<file path="src/rtl/tagged_operand_trap.sv">
module tagged_operand_trap #(
  parameter int WIDTH = 32
) (
  input  logic             clk,
  input  logic             rst_n,
  input  logic             chk_en,
  input  logic             issue_valid,
  input  logic [1:0]       op_class,
  input  logic [WIDTH-1:0] opnd_a,
  input  logic [WIDTH-1:0] opnd_b,
  input  logic             wb_req,
  output logic             trap_valid,
  output logic [1:0]       trap_cause,
  output logic             trap_idx,
  output logic [WIDTH-1:0] trap_word,
  output logic             wb_commit
);

  localparam logic [1:0] CLS_COMPUTE   = 2'b01;
  localparam logic [1:0] CLS_MEMORY    = 2'b10;
  localparam logic [1:0] CAUSE_NONE    = 2'b00;
  localparam logic [1:0] CAUSE_OPERAND = 2'b01;
  localparam logic [1:0] CAUSE_ADDRESS = 2'b10;

  logic strict_op, tag_a, tag_b, hit;

  assign strict_op = issue_valid && chk_en &&
                     (op_class == CLS_COMPUTE || op_class == CLS_MEMORY);
  assign tag_a = opnd_a[0];
  assign tag_b = opnd_b[0];
  assign hit   = strict_op && (tag_a || tag_b);

  always_ff @(posedge clk) begin
    if (!rst_n) begin
      trap_valid <= 1'b0;
      trap_cause <= CAUSE_NONE;
      trap_idx   <= 1'b0;
      trap_word  <= '0;
      wb_commit  <= 1'b0;
    end else begin
      trap_valid <= hit;
      trap_cause <= !hit ? CAUSE_NONE :
                    (op_class == CLS_MEMORY) ? CAUSE_ADDRESS : CAUSE_OPERAND;
      trap_idx   <= hit && !tag_a;
      trap_word  <= !hit ? '0 : (tag_a ? opnd_a : opnd_b);
      wb_commit  <= issue_valid && wb_req && !hit;
    end
  end

  assert_wb_blocked_R7: assert property (@(posedge clk) disable iff (!rst_n)
    trap_valid |-> !wb_commit);

  assert_disabled_quiet_R8: assert property (@(posedge clk) disable iff (!rst_n)
    $past(!chk_en) |-> !trap_valid);

  assert_nonstrict_quiet_R5: assert property (@(posedge clk) disable iff (!rst_n)
    ($past(op_class) == 2'b00 || $past(op_class) == 2'b11) |-> !trap_valid);

  assert_tagged_word_R6: assert property (@(posedge clk) disable iff (!rst_n)
    trap_valid |-> trap_word[0]);

  assert_a_first_R6: assert property (@(posedge clk) disable iff (!rst_n)
    (trap_valid && $past(opnd_a[0])) |-> !trap_idx);

  assert_address_cause_R3: assert property (@(posedge clk) disable iff (!rst_n)
    (trap_valid && $past(op_class) == CLS_MEMORY) |-> trap_cause == CAUSE_ADDRESS);

  assert_compute_cause_R2: assert property (@(posedge clk) disable iff (!rst_n)
    (trap_valid && $past(op_class) == CLS_COMPUTE) |-> trap_cause == CAUSE_OPERAND);

  assert_issued_R10: assert property (@(posedge clk) disable iff (!rst_n)
    trap_valid |-> $past(issue_valid));

  assert_idle_R9: assert property (@(posedge clk) disable iff (!rst_n)
    $past(!issue_valid) |-> (!trap_valid && !wb_commit));

endmodule

</file>
<file path="config.mk">
export PLATFORM = sky130hd
export DESIGN_NAME = tagged_operand_trap
export DESIGN_NICKNAME = d
export VERILOG_FILES = /design/src/rtl/tagged_operand_trap.sv
export SDC_FILE = /design/constraint.sdc
export NUM_CORES = 1
export LEC_CHECK = 0
export BUFFER_PORTS_ARGS = -buffer_cell sky130_fd_sc_hd__buf_2
export CAP_MARGIN = 10
export CORE_MARGIN = 4
export CORE_UTILIZATION = 24
export DETAILED_ROUTE_END_ITERATION = 7
export PLACE_DENSITY = 0.59
export SKIP_LAST_GASP = 1
export SLEW_MARGIN = 30
export SYNTH_ARGS = -nofsm -noshare
export SYNTH_HDL_FRONTEND = slang
export SYNTH_SLANG_ARGS = --single-unit
</file>
<file path="constraint.sdc">
create_clock -name clk -period 2.2 [get_ports clk]
set_clock_uncertainty 0.2 [all_clocks]
set_input_delay 0.11 -clock clk [delete_from_list [all_inputs] [get_ports clk]]
set_output_delay 0.11 -clock clk [all_outputs]
set_load 0.01 [all_outputs]
</file>
==> summary.txt, run 1 <==
Power and ir drop
  – Psw: 373.3 uW
  – Sequential Power Share: 0.457
  – Gate power share: 0.226
  – Sw Ratio: 0.2491
  – Pwr/cell area: 504.7 nW/um^2
  – VDD IR max: 0.2268 mV
  – Clock share of power: 0.316
  – Int Pwr: 1125 uW
  – Lkg Pwr: 0.001361 uW

STA
  – Final Setup Violations: 0
  – RSZ-0062 raised after global routing: no
  – Max-slew violations: 0
  – Post-route minimum period: 1850 ps
  – Final Hold Fails: 0
  – Final worst-path cycle share: 0.8409
  – Final TNS setup: 0 ps
  – Worst slew pin tran: 593.5 ps
  – Achievable Freq: 540.5 MHz
  – Max_slew headroom: 0.6041
  – PnR worst setup slack: 349.9 ps

Clock tree
  – Clock root cell: clkbuf_8
  – Clock sink count: 37
  – CTS tree: done
  – CTS clock-pin slew for the worst setup and hold paths: 70 ps
  – Total setup buffers inserted after CTS: 0
  – H-tree levels: 2
  – Max Buffers Root-to-Sink: 2
  – CTS Buf Count: 5

Hold path
  – Hold Path Sink: trap_word[0]$_SDFF_PN0_
  – Hold path start: opnd_b[0]
  – Hold Crit Class: primary input to flip-flop
  – Hold path cells: 3

Logic synthesis
  – Top FF cell, synth: dfxtp_1
  – Top area cells in the synthesized netlist: dfxtp_1 (43%), nor4_2 (23%), mux2i_1 (18%)
  – Cell Area, Synth: 1722 sq um
  – Largest family of logic cells by synthesized area: simple AND/OR/NAND/NOR gates
  – Post-synthesis simple-gate area fraction: 0.2733
  – Count of cell types in the netlist: 17
  – Post-Syn Instances: 124
  – Top cell type's share of synthesized area: 0.4302
  – Top-count cell post-synth: dfxtp_1
  – Register area share after synthesis: 0.4302
  – Synthesized Nets: 196
  – Async SR Flop Fraction: 0
  – Synth top cells by count: dfxtp_1 (37), mux2i_1 (31), nor4_2 (31), buf_6 (6), buf_4 (3)
  – Adder-Cell Fraction of Synth Area: 0.007267
  – Yosys warns: 0
  – Synth Area in Compound Gates: 0.006541
  – Post-Synth XOR/XNOR Area: 0
  – Mux share of post-synthesis cell area: 0.1802
  – Yosys top cell by area: dfxtp_1
  – Seq cells post-synth: 37
  – Syn avg cell area: 13.88 sq um
  – EDFF count, synth: 0

Floorplan
  – Row cnt: 30
  – Die area: 8592 sq um
  – Core box area: 6869 sq um
  – I/O pins: 108
  – Chip Width: 92.70 um
  – Initial Util: 0.2506
  – Die height: 92.70 um

Run
  – Max-Cap Viols: 0

Setup path
  – Critical path buffers and inverters: 3
  – Setup crit end kind: flip-flop
  – Startpoint Class: primary input
  – Critical-path cell list: buf_2, inv_1, ha_1, nand2b_4, o2111a_1, dlygate4sd3_1
  – CP max FO: 37
  – Critical path's slowest cell: dlygate4sd3_1
  – CP required: 2170 ps
  – Critical Path AT: 1820 ps
  – Crit path from: op_class[0]
  – CP delay by family, top: buffers and inverters
  – Kind of critical path: primary input to flip-flop
  – Critical Path Max Stage Delay: 550 ps

Cells and area
  – Layout cells sized above 1: 0.5155
  – # nets final: 363
  – Final core utilization: 0.4322
  – Seq. cell area: 740.7 sq um
  – Synth-to-Final Area Change: 72.46%
  – Area occupied by multi-input gates: 804.5 sq um
  – # diodes: 0
  – Filler cells: 669

Route
  – DR vias: 1628
  – Final ANT Viol Nets: 0
  – Drt pass-1 iters: 4
  – WL final: 5.140 mm
  – Routed wire per std cell: 13.28 um
  – Drt drc: 0
  – Via/cell ratio: 4.207
  – Initial drt markers: 27

GRT
  – GR Util met3: 0.04143
  – GRT busiest layer: met2
  – Grt met2 use: 0.2393
  – Vias in the first global route: 1822
  – Largest net degree at the start of global routing: 38
  – GRT Total Usage: 0.1249
  – Total grt overflow: 0
  – Initial antenna violation count: 0
  – First-pass GRT wire length: 8.590 mm
  – Met1 Usage GRT: 0.1288

Placed design
  – Hpwl dp: 3.171 mm
  – Dpl ws: 581.5 ps
  – Final Wtd Congestion: 0.6405
  – I/O Buffers: 107

Outcome
  – Outcome: finished, final reports clean
## cells by family (layout without fill, tap and decap cells)
logic type / after synthesis / after routing
flip-flops: 37 / 37
AND/OR/NAND/NOR: 39 / 39
AO/OA/AOI/OAI: 1 / 1
adder cells (fa/ha/maj): 1 / 1
multiplexers: 31 / 31
buffers and inverters: 15 / 182
## worst max path at each step
| stage | endpoint | slack, ps | depth (start not counted) |
|---|---|---|---|
| global route | wb_commit$_SDFF_PN0_ | 270 | 6 |
| floorplan | trap_word[10]$_SDFF_PN0_ | 890 | 6 |
| CTS | wb_commit$_SDFF_PN0_ | 360 | 6 |
| global placement | wb_commit$_SDFF_PN0_ | 620 | 5 |
| detailed placement | wb_commit$_SDFF_PN0_ | 580 | 5 |
| finish | wb_commit$_SDFF_PN0_ | 350 | 6 |
## area by class of cell
cell class | instances | share of cell area
clock buffers | 7 | 0.02908
well taps | 96 | 0.04046
multi-input cells | 72 | 0.2710
flip-flops and latches | 37 | 0.2495
repair buffers | 174 | 0.4088
inverters | 1 | 0.001264
## registers in the layout, summed over array words and instances (netlist names)
name / count
trap_cause: 2
trap_idx: 1
trap_valid: 1
trap_word: 32
wb_commit: 1
## power groups by stage
stage / combinational, uW / clock (uW) / sequential (uW)
after floorplan: 158 / 0 / 708
after global placement: 228 / 0 / 701
after detailed placement: 232 / 0 / 701
after CTS: 339 / 507 / 685
after global routing: 369 / 528 / 686
final: 339 / 474 / 685
## cell usage in the layout (no fill, tap or decap)
| cell | count |
|---|---|
| nor3_1 | 2 |
| clkbuf_1 | 1 |
| ha_1 | 1 |
| mux2i_1 | 31 |
| dlygate4sd3_1 | 65 |
| nor4b_2 | 1 |
| inv_1 | 1 |
| buf_12 | 1 |
| nor4_2 | 31 |
| nand2_4 | 1 |
| buf_2 | 107 |
| dfxtp_1 | 37 |
| nand2b_4 | 1 |
| o2111a_1 | 1 |
| nor4_1 | 2 |
| clkbuf_8 | 6 |
| nor2_8 | 1 |
| buf_4 | 1 |
## through the flow
stage          hold WS, ps  cell area (sq um)  total power, uW  instances
2_1_floorplan        49.60               1722            865.4        124
3_3_place_gp         171.1               2232            929.4        315
3_5_place_dp         185.4               2232            932.3        315
4_1_cts              21.28               2969             1530        387
5_1_grt              43.51               2969             1584        387
6_report             34.38               2969             1499        387
## per-layer routing
metal | wire (um) | share of wire
met5 | 0 | 0
met4 | 49 | 0.0095
met3 | 412 | 0.080
met2 | 2782 | 0.54
met1 | 1896 | 0.37
## what timing repair did
item | 4_1_cts | 5_1_grt
endpoints found under the hold margin | 33 | 0
resized for setup | 0 | 0
hold buffers | 65 | 0
No activity file was read; power rests on OpenSTA's default activity.
==> inputs of run 2 (changes only) <==
PLACE_DENSITY = 0.61   (was 0.59)
clock period = 1.7 ns   (was 2.2 ns; I/O delays follow)
==> summary.txt, run 2 (synthesized netlist as in run 1, its figures left out) <==
Floorplan
  – Die height: 92.70 um
  – Chip Width: 92.70 um
  – Die area: 8592 sq um
  – Core box area: 6869 sq um
  – Row cnt: 30
  – I/O pins: 108
  – Initial Util: 0.2506

Route
  – WL final: 4.757 mm
  – DR vias: 1628
  – Initial drt markers: 20
  – Drt pass-1 iters: 4
  – Drt drc: 0
  – Routed wire per std cell: 12.04 um
  – Via/cell ratio: 4.122
  – Final ANT Viol Nets: 0

GRT
  – Largest net degree at the start of global routing: 37
  – First-pass GRT wire length: 7.783 mm
  – Initial antenna violation count: 0
  – Vias in the first global route: 1760
  – Total grt overflow: 0
  – GRT Total Usage: 0.1125

Setup path
  – CP required: 1670 ps
  – Critical Path AT: 1600 ps
  – Startpoint Class: primary input
  – Kind of critical path: primary input to flip-flop
  – Setup crit end kind: flip-flop
  – CP max FO: 19

Outcome
  – Outcome: finished, final reports clean

STA
  – Max_slew headroom: 0.6162
  – Final worst-path cycle share: 0.9576
  – Achievable Freq: 614.3 MHz
  – RSZ-0062 raised after global routing: no
  – Post-route minimum period: 1628 ps
  – Final Hold Fails: 0
  – Final TNS setup: 0 ps
  – Final Setup Violations: 0
  – Worst slew pin tran: 575.8 ps
  – Max-slew violations: 0

Cells and area
  – Final core utilization: 0.4424
  – Filler cells: 654
  – Area occupied by multi-input gates: 804.5 sq um
  – Layout cells sized above 1: 0.5117
  – Synth-to-Final Area Change: 76.53%
  – Seq. cell area: 740.7 sq um
  – # nets final: 370
  – Commonest non-fill, non-tap cells in the layout: buf_2 (107), dlygate4sd3_1 (68), dfxtp_1 (37), mux2i_1 (31), nor4_2 (31)
  – Top flop regs: trap_word (32), trap_cause (2)
  – Most common cell after layout, fill and taps aside: buf_2
  – Max reg flops: 32
  – # diodes: 0
  – Biggest register: trap_word

Power and ir drop
  – Lkg Pwr: 0.001396 uW
  – Pwr/cell area: 631.6 nW/um^2
  – VDD IR max: 0.2614 mV

Run
  – Max-Cap Viols: 0

Clock tree
  – Clock root cell: clkbuf_8
  – Clock sink count: 37
  – CTS tree: done
  – Max Buffers Root-to-Sink: 2
  – CTS clock-pin slew for the worst setup and hold paths: 70 ps
  – H-tree levels: 2
  – CTS Buf Count: 5
  – Total setup buffers inserted after CTS: 0

Placed design
  – I/O Buffers: 107
  – Final Wtd Congestion: 0.6627
  – Hpwl dp: 3.032 mm

Hold path
  – Hold Crit Class: primary input to flip-flop
## run 2: changes by cell type in the layout (fill, tap and decap cells not counted), sizes merged
| cell | change |
|---|---|
| dlygate4sd3 | +3 |
| clkbuf | +1 |
| buf | +4 |
## run 2: worst max-delay path: stages
cell	delay [ps]
buf_2	70
inv_1	30
ha_1	280
nand2b_4	150
buf_6	170
o2111a_1	260
dlygate4sd3_1	540
## run 2: final cells by class
type                            count  area share
Timing Repair Buffer              181      0.4245
Multi-Input combinational cell     72      0.2647
Inverter                            1    0.001235
Sequential cell                    37      0.2437
Tap cell                           96     0.03952
Clock buffer                        8     0.02635
## run 2: worst paths after layout
path / startpoint / to / depth (start not counted)
hold / removal: op_class[1] / trap_cause[1]$_SDFF_PN0_ / 3
setup / recovery: op_class[0] / wb_commit$_SDFF_PN0_ / 7
## run 2: layer usage
| layer | part of all wire | track usage | vias up |
|---|---|---|---|
| met5 | 0 | 0 | - |
| met4 | 0.012 | 0.03297 | 0 |
| met3 | 0.076 | 0.04062 | 5 |
| met2 | 0.52 | 0.2115 | 65 |
| met1 | 0.39 | 0.1162 | 742 |
| li1 | - | - | 816 |
## run 2: report_power, final
part           switching [uW]  internal, uW  total (uW)
clock                     285           291         577
combinational             188           268         456
sequential               3.50           883         887
total                     477          1440        1920
## run 2: per-stage QoR
stage          hold slack [ps]  cells  total power (uW)  instance area (sq um)  setup slack, ps
6_report                 70.15    395              1920                   3039            72.12
5_1_grt                  98.56    395              2030                   3039            31.14
4_1_cts                  46.00    395              1951                   3035            27.06
3_5_place_dp             156.7    319              1215                   2275            220.8
3_3_place_gp             145.4    319              1212                   2275            290.6
2_1_floorplan            24.60    124              1120                   1722            410.2
## run 2: repair_timing
item / CTS / global route
gates resized for setup: 0 / 1
hold endpoints to repair: 36 / 0
endpoints found under the setup margin: 0 / 1
hold buffers: 68 / 0
==> inputs of run 3 (changes only) <==
CORE_UTILIZATION = 38   (was 24)
PLACE_DENSITY = 0.84   (was 0.61)
==> summary.txt, run 3 (synthesized netlist as in run 1, its figures left out) <==
STA
  – Achievable Freq: 605.3 MHz
  – Max_slew headroom: 0.6222
  – RSZ-0062 raised after global routing: no
  – Worst slew pin tran: 566.2 ps
  – Final worst-path cycle share: 0.9718
  – Max-slew violations: 0
  – Final TNS setup: 0 ps
  – Post-route minimum period: 1652 ps
  – Final Setup Violations: 0
  – Min Hold Slack: 28.88 ps
  – Final Hold Fails: 0

Floorplan
  – Die height: 75.31 um
  – Initial Util: 0.3927
  – Core box area: 4384 sq um
  – Chip Width: 75.31 um
  – Die area: 5672 sq um
  – Row cnt: 24
  – I/O pins: 108

Cells and area
  – Layout cells sized above 1: 0.5318
  – Final instance area: 3015 sq um
  – Most common cell after layout, fill and taps aside: buf_2
  – Top flop regs: trap_word (32), trap_cause (2)
  – Filler cells: 325
  – # diodes: 0
  – Max reg flops: 32
  – Commonest non-fill, non-tap cells in the layout: buf_2 (107), dlygate4sd3_1 (66), dfxtp_1 (37), nor4_2 (32), mux2i_1 (31)
  – Area occupied by multi-input gates: 810.8 sq um
  – Synth-to-Final Area Change: 75.15%
  – Seq. cell area: 740.7 sq um
  – # nets final: 372
  – Biggest register: trap_word

Clock tree
  – CTS Buf Count: 5
  – Clock sink count: 37
  – Max Buffers Root-to-Sink: 2
  – H-tree levels: 2
  – CTS clock-pin slew for the worst setup and hold paths: 70 ps
  – Clock root cell: clkbuf_8
  – CTS tree: done

Route
  – WL final: 5.588 mm
  – Routed wire per std cell: 15.92 um
  – Drt drc: 0
  – Initial drt markers: 56
  – Final ANT Viol Nets: 0
  – Via/cell ratio: 4.849
  – DR vias: 1702
  – Drt pass-1 iters: 4

Power and ir drop
  – VDD IR max: 0.4732 mV
  – Pwr/cell area: 637.3 nW/um^2
  – Lkg Pwr: 0.001416 uW

GRT
  – GRT Total Usage: 0.1982
  – Vias in the first global route: 1790
  – Initial antenna violation count: 0
  – Total grt overflow: 0
  – First-pass GRT wire length: 8.383 mm
  – Largest net degree at the start of global routing: 38

Setup path
  – Critical Path AT: 1620 ps
  – CP required: 1670 ps
  – Startpoint Class: primary input
  – Kind of critical path: primary input to flip-flop
  – CP max FO: 2
  – Setup crit end kind: flip-flop

Placed design
  – I/O Buffers: 107
  – Final Wtd Congestion: 0.6374
  – Hpwl dp: 2.913 mm
  – Post-DP Area: 2212 sq um

Hold path
  – Hold Crit Class: primary input to flip-flop
  – Hold path cells: 4

Outcome
  – Outcome: finished, final reports clean

Run
  – Max-Cap Viols: 0
## run 3: cell types whose count changed in the layout (fill, tap and decap cells not counted), sizes merged
cell,delta
buf,+3
clkbuf,-2
dlygate4sd3,-2
clkinv,+1
## run 3: cell type report
cell class,count,area share
Clock buffer,5,0.02282
Sequential cell,37,0.2456
Multi-Input combinational cell,72,0.2689
Clock inverter,1,0.001660
Tap cell,52,0.02158
Inverter,1,0.001245
Timing Repair Buffer,183,0.4382
## run 3: path summary, 6_finish.rpt
check | slack [ps] | start | endpoint
worst min-delay path | 30 | chk_en | trap_word[18]$_SDFF_PN0_
worst max-delay path | 50 | opnd_b[0] | wb_commit$_SDFF_PN0_
## run 3: critical path: stages
cell and delay (ps):
dlygate4sd3_1 530, buf_2 160, nor2_8 50, o2111a_1 230, dlygate4sd3_1 560
## run 3: layer usage
| layer | GRT usage | part of all wire |
|---|---|---|
| met1 | 0.2075 | 0.36 |
| met3 | 0.06596 | 0.072 |
| met5 | 0 | 0 |
| met2 | 0.3634 | 0.54 |
| met4 | 0.07767 | 0.025 |
## run 3: power by group
part           leakage, uW  internal [uW]  switching [uW]
clock network    0.0000399            269             274
logic              0.00108            283             208
registers         0.000299            883            4.03
total              0.00142           1440             486
## run 3: through the flow
| step | setup WS [ps] | cells | utilization | power, uW |
|---|---|---|---|---|
| global route | 28.35 | 351 | 0.6878 | 2015 |
| global placement | 323.9 | 274 | 0.5046 | 1208 |
| detailed placement | 288.9 | 274 | 0.5046 | 1214 |
| floorplan | 410.2 | 124 | - | 1120 |
| CTS | 30.01 | 346 | 0.6721 | 1902 |
| finish | 47.92 | 351 | 0.6878 | 1922 |
## run 3: timing repair
| item | CTS | global route |
|---|---|---|
| hold buffers | 66 | 0 |
| buffers inserted | 0 | 4 |
| setup endpoints to repair | 0 | 2 |
| hold endpoints to repair | 33 | 0 |
| gates resized for setup | 0 | 2 |
